**config.mk**
```make
export PLATFORM = sky130hd
export DESIGN_NAME = rxev_bank
export DESIGN_NICKNAME = d
export VERILOG_FILES = /design/src/rtl/rxev_pkg.sv /design/src/rtl/rxev_sync.sv /design/src/rtl/rxev_pad_detect.sv /design/src/rtl/rxev_bank.sv
export SDC_FILE = /design/constraint.sdc
export NUM_CORES = 1
export LEC_CHECK = 0
export ABC_AREA = 1
export ABC_CLOCK_PERIOD_IN_PS = 1000
export BUFFER_PORTS_ARGS = -buffer_cell sky130_fd_sc_hd__buf_2
export CAP_MARGIN = 20
export CORE_ASPECT_RATIO = 0.5
export CORE_UTILIZATION = 40
export CTS_CLUSTER_DIAMETER = 60
export DETAILED_ROUTE_END_ITERATION = 10
export PLACE_DENSITY_LB_ADDON = 0.12
export SETUP_SLACK_MARGIN = 0.4
export SYNTH_ARGS = -nofsm -noshare
export SYNTH_HDL_FRONTEND = slang
export SYNTH_SLANG_ARGS = --single-unit
```
**constraint.sdc**
```tcl
create_clock -name clk -period 1 [get_ports clk]
set_input_delay 0.2 -clock clk [delete_from_list [all_inputs] [get_ports clk]]
set_output_delay 0.2 -clock clk [all_outputs]
set_load 0.1 [all_outputs]
```
**src/rtl/rxev_pkg.sv**
```systemverilog
package rxev_pkg;
  localparam int CFG_W     = 32;
  localparam int MODE_LSB  = 25;
  localparam int INV_BIT   = 23;
  localparam int RXDIS_BIT = 9;

  typedef enum logic [1:0] {
    EVM_LEVEL = 2'd0,
    EVM_RISE  = 2'd1,
    EVM_OFF   = 2'd2,
    EVM_ANY   = 2'd3
  } evmode_e;

  typedef struct packed {
    evmode_e mode;
    logic    inv;
    logic    dis;
  } padcfg_t;

  function automatic padcfg_t decode_cfg(input logic [CFG_W-1:0] w);
    padcfg_t c;
    c.mode = evmode_e'(w[MODE_LSB+1:MODE_LSB]);
    c.inv  = w[INV_BIT];
    c.dis  = w[RXDIS_BIT];
    return c;
  endfunction
endpackage

```
**src/rtl/rxev_sync.sv**
```systemverilog
module rxev_sync #(
  parameter int WIDTH  = 4,
  parameter int STAGES = 2
) (
  input  logic             clk,
  input  logic             rst,
  input  logic [WIDTH-1:0] d_in,
  output logic [WIDTH-1:0] q_out
);
  logic [WIDTH-1:0] chain [STAGES];

  always_ff @(posedge clk) begin
    if (rst) chain[0] <= '0;
    else     chain[0] <= d_in;
  end

  generate
    for (genvar s = 1; s < STAGES; s++) begin : g_stage
      always_ff @(posedge clk) begin
        if (rst) chain[s] <= '0;
        else     chain[s] <= chain[s-1];
      end
    end
  endgenerate

  assign q_out = chain[STAGES-1];
endmodule

```
**src/rtl/rxev_pad_detect.sv**
```systemverilog
module rxev_pad_detect
  import rxev_pkg::*;
(
  input  logic    clk,
  input  logic    rst,
  input  logic    rx_sync,
  input  logic    cfg_we,
  input  padcfg_t cfg_in,
  output logic    rx_o,
  output logic    evt_o
);
  padcfg_t cfg_q;
  logic    prev_q;
  logic    cur;
  logic    cur_new;
  logic    evt_n;

  always_comb begin
    cur     = cfg_q.dis ? 1'b0 : (rx_sync ^ cfg_q.inv);
    cur_new = cfg_in.dis ? 1'b0 : (rx_sync ^ cfg_in.inv);
    unique case (cfg_q.mode)
      EVM_LEVEL: evt_n = cur;
      EVM_RISE:  evt_n = cur & ~prev_q;
      EVM_ANY:   evt_n = cur ^ prev_q;
      default:   evt_n = 1'b0;
    endcase
    if (cfg_q.dis) evt_n = 1'b0;
  end

  always_ff @(posedge clk) begin
    if (rst) begin
      cfg_q.mode <= EVM_OFF;
      cfg_q.inv  <= 1'b0;
      cfg_q.dis  <= 1'b0;
      prev_q     <= 1'b0;
      rx_o       <= 1'b0;
      evt_o      <= 1'b0;
    end else begin
      if (cfg_we) begin
        cfg_q  <= cfg_in;
        prev_q <= cur_new;
      end else begin
        prev_q <= cur;
      end
      rx_o  <= cfg_q.dis ? 1'b0 : rx_sync;
      evt_o <= evt_n;
    end
  end

  // the off mode never yields an event
  assert_mode_off_quiet_R7: assert property (@(posedge clk) disable iff (rst)
    (cfg_q.mode == EVM_OFF) |=> !evt_o);

  // receive-disable silences both outputs
  assert_rxdis_quiet_R8: assert property (@(posedge clk) disable iff (rst)
    cfg_q.dis |=> (!evt_o && !rx_o));

  // after a write, a steady input leaves detector history equal to current value
  assert_cfg_reload_R9: assert property (@(posedge clk) disable iff (rst)
    (cfg_we ##1 (rx_sync == $past(rx_sync))) |-> (cur == prev_q));

  // level mode output tracks the readback value with polarity applied
  assert_level_follow_R4: assert property (@(posedge clk) disable iff (rst)
    (cfg_q.mode == EVM_LEVEL && !cfg_q.dis && !cfg_we) |=> (evt_o == (rx_o ^ cfg_q.inv)));

  // an edge-mode event only appears with the pad at its active level
  assert_edge_polarity_R5: assert property (@(posedge clk) disable iff (rst)
    (cfg_q.mode == EVM_RISE && !cfg_q.dis && !cfg_we) |=> (!evt_o || (rx_o != cfg_q.inv)));
endmodule

```
**src/rtl/rxev_bank.sv**
```systemverilog
module rxev_bank
  import rxev_pkg::*;
#(
  parameter int N_PADS      = 4,
  parameter int SYNC_STAGES = 2
) (
  input  logic              clk,
  input  logic              rst,
  input  logic [N_PADS-1:0] pad_in,
  input  logic [N_PADS-1:0] cfg_we,
  input  logic [CFG_W-1:0]  cfg_wdata,
  output logic [N_PADS-1:0] rx_state,
  output logic [N_PADS-1:0] evt
);
  logic [N_PADS-1:0] pad_sync;
  padcfg_t           cfg_dec;

  assign cfg_dec = decode_cfg(cfg_wdata);

  rxev_sync #(
    .WIDTH  (N_PADS),
    .STAGES (SYNC_STAGES)
  ) u_sync (
    .clk   (clk),
    .rst   (rst),
    .d_in  (pad_in),
    .q_out (pad_sync)
  );

  generate
    for (genvar p = 0; p < N_PADS; p++) begin : g_pad
      rxev_pad_detect u_det (
        .clk     (clk),
        .rst     (rst),
        .rx_sync (pad_sync[p]),
        .cfg_we  (cfg_we[p]),
        .cfg_in  (cfg_dec),
        .rx_o    (rx_state[p]),
        .evt_o   (evt[p])
      );
    end
  endgenerate

  // outputs are clear on the first cycle after reset
  assert_reset_clear_R1: assert property (@(posedge clk)
    rst |=> (rx_state == '0 && evt == '0));
endmodule

```
==> impl_metrics.json <==
{
  "cpPeakStageDelay_ns": 0.35,
  "rsz0062_at_grt": "true",
  "synth.area.top_cells": "dfxtp_1, nand2_1, nor2_1",
  "arrival_ns": 1.39,
  "outcome": "complete, but fails checks",
  "yosys.area.top_type": "dfxtp_1",
  "reg2reg_depth": 8,
  "critPathBufInv": 1,
  "io_buffers": 21,
  "diodes": 0,
  "drive_above_1_share_pct": 60.9,
  "die_h_um": 45.6,
  "clock_path_buffers": 2,
  "max_slew.worst_pin.slew_ns": 0.200,
  "ioPinCount": 50,
  "vias_per_cell": 4.64,
  "end_kind": "flip-flop",
  "power.total_mw": 3.22,
  "cp_top_family": "simple AND/OR/NAND/NOR gates",
  "nNetsFinal": 283,
  "areaGrowthSynthToFinish_pct": 45.9,
  "overflow": 0,
  "vdd_drop_max_v": 0.000720,
  "clock-sinks": 36,
  "drt-total-wl_mm": 3.45,
  "dpl_cell_area_um2": 1900,
  "ys_seq_elements": 36,
  "crit_top_cell": "nand2_1",
  "die_w_um": 89.2,
  "crit_type": "flip-flop to flip-flop",
  "drc": 0,
  "yosys_warnings": 0,
  "clk_pin_slew_ns": 0.08,
  "synth_edf_count": 0,
  "min_from": "pad_in[3]",
  "grt_antenna_before_repair": 0,
  "cts_buffers": 5,
  "synth_cells": 199,
  "crit_slowest_cell": "dfxtp_2",
  "drv_cap": 0,
  "post-synth-top-count-cell": "dfxtp_1",
  "synth-async-reset-ratio_pct": 0,
  "startpoint_type": "flip-flop",
  "synth_common_cells": "dfxtp_1, nand2_1, nor2_1, inv_1",
  "synth_nets": 245,
  "violations": "negative setup slack",
  "hold_end": "u_sync.chain[0][3]$_SDFF_PP0_",
  "post-synth-top-area-fraction_pct": 47.4,
  "setup_violations": 11,
  "fin_area_um2": 2220,
  "power_density_nw_per_um2": 1450,
  "cts-root-buf": "clkbuf_8",
  "critPathRequiredTime_ns": 1.23,
  "finClkSkew_ns": 0.00891,
  "cts_tree": "yes",
  "dieArea_um2": 4070,
  "h-tree-depth": 2,
  "wire_per_inst_um": 12.0,
  "fmax_ghz": 0.857,
  "grt_pass1_wl_mm": 5.17,
  "ys_types": 19,
  "seq_area_frac_synth_pct": 47.4,
  "grt_max_degree": 13,
  "grt_pass1_vias": 1163,
  "row_count": 15,
  "dr.pass1.iters": 4,
  "hold_path_class": "input port to flip-flop",
  "slew_viol_final": 0,
  "cellLeakagePower_nw": 0.953,
  "initial_core_util_pct": 43.1,
  "r2r_setup_slack_ns": -0.17,
  "min_path_cells": 3,
  "drt_iter0_markers": 29,
  "synth-main-ff-cell": "dfxtp_1",
  "dp_hpwl_mm": 2.22,
  "syn_area_um2": 1520,
  "worstPathMaxFanout": 3,
  "path_cells": "inv_2 > nand2_2 > nand2_1 > nor2_2 > ha_1 > nand2_1 > nand3_1 > a21oi_1",
  "grt_use_total_pct": 18.0,
  "utilization_pct": 62.9,
  "place_congestion": 0.793,
  "avgSynthCellArea_um2": 7.65,
  "r2r_end": "g_pad[0].u_det.evt_o$_SDFF_PP0_",
  "maxSlewHeadroom_pct": 86.6,
  "timing.final.hold_violations": 0,
  "design.core.area_um2": 3530,
  "ant_nets": 0,
  "r2r_start": "u_sync.chain[1][0]$_SDFF_PP0_",
  "final.setup.worst_slack_ns": -0.167,
  "min_period_over_period_pct": 117,
  "clk_latency_ns": 0.29,
  "period_minus_slack_ns": 1.17,
  "via_count": 1342
}
==> metal layers <==
layer / part of all wire (%) / track usage (%) / wire length, um
met3: 4.7 / 6.16 / 161
met2: 46 / 27.8 / 1570
met4: 1.3 / 8.89 / 46
met5: 0 / 0 / 0
met1: 48 / 22.9 / 1670
==> state kept, by name, indices dropped and copies added, names as in the netlist <==
| signal | count |
|---|---|
| g_pad.u_det.prev_q | 4 |
| g_pad.u_det.rx_o | 4 |
| u_sync.chain | 8 |
| g_pad.u_det.cfg_q | 16 |
| g_pad.u_det.evt_o | 4 |
==> timing repair <==
item | CTS | global route
pin swaps | 14 | 13
buffers inserted | 0 | 3
hold buffers | 0 | 0
gates resized for setup | 34 | 39
endpoints found under the setup margin | 31 | 41
==> cell usage in the layout (no fill, tap or decap), types with 2 or more instances in the layout <==
cell type and n:
nor3_2 5, or2_1 2, inv_2 16, nor2_2 8
buf_6 8, clkbuf_8 5, buf_4 13, nand3b_1 2
o21ai_2 3, a21oi_1 9, a21oi_2 7, buf_12 8
nand3_1 6, nand4_1 4, nand2_2 11, ha_1 4
dfxtp_1 8, inv_1 15, nand3_2 8, nor2_4 4
clkinv_2 2, nor2_1 18, inv_4 2, buf_2 12
o21ai_1 7, dfxtp_2 27, nand2_1 18
==> area by class of cell <==
class | instances | area (um^2)
Timing Repair Buffer | 42 | 415
Inverter | 34 | 138
Sequential cell | 36 | 758
Fill cell | 319 | 1310
Multi-Input combinational cell | 118 | 757
Tap cell | 51 | 63.8
Clock inverter | 3 | 18.8
Clock buffer | 5 | 68.8
==> cell families after synthesis <==
logic type	synth area share, %
flops	47.4
fa+ha+maj	3.29
compound gates	9.54
buf+inv	13.7
simple gates	26.2
==> how the worst max path moves through the flow <==
stage                     cells past startpoint                         endpoint                                  from
after global routing                          8  g_pad[0].u_det.evt_o$_SDFF_PP0_         u_sync.chain[1][0]$_SDFF_PP0_
after floorplan                               8  g_pad[0].u_det.evt_o$_SDFF_PP0_         u_sync.chain[1][0]$_SDFF_PP0_
after detailed placement                      8  g_pad[1].u_det.evt_o$_SDFF_PP0_  g_pad[1].u_det.cfg_q[1]$_SDFFE_PP0P_
after CTS                                     8  g_pad[1].u_det.evt_o$_SDFF_PP0_         u_sync.chain[1][1]$_SDFF_PP0_
after global placement                        8  g_pad[3].u_det.evt_o$_SDFF_PP0_  g_pad[3].u_det.cfg_q[1]$_SDFFE_PP0P_
final                                         8  g_pad[0].u_det.evt_o$_SDFF_PP0_         u_sync.chain[1][0]$_SDFF_PP0_
==> worst reg2reg max path, stage by stage (launching register included) <==
cell and delay [ns]:
dfxtp_2 0.35, inv_2 0.04, nand2_2 0.06, nand2_1 0.06, nor2_2 0.11, ha_1 0.23, nand2_1 0.06, nand3_1 0.07
a21oi_1 0.11
==> report_power, final <==
part           switching [mW]  internal [mW]  leakage, nW
clock                   0.535          0.485       0.0479
combinational           0.362          0.256        0.600
sequential             0.0565           1.53        0.305
==> through the flow <==
stage               setup TNS, ns  cells  hold slack [ns]  worst slack, ns
global route                -1.20    289            0.111           -0.276
global placement           -0.560    278            0.381           -0.169
CTS                        -0.746    286            0.101           -0.175
detailed placement         -0.549    278            0.387           -0.163
finish                     -0.613    289            0.107           -0.167
floorplan                  -0.239    199            0.282          -0.0731
Note: power is estimated with default switching activity, not from simulation.
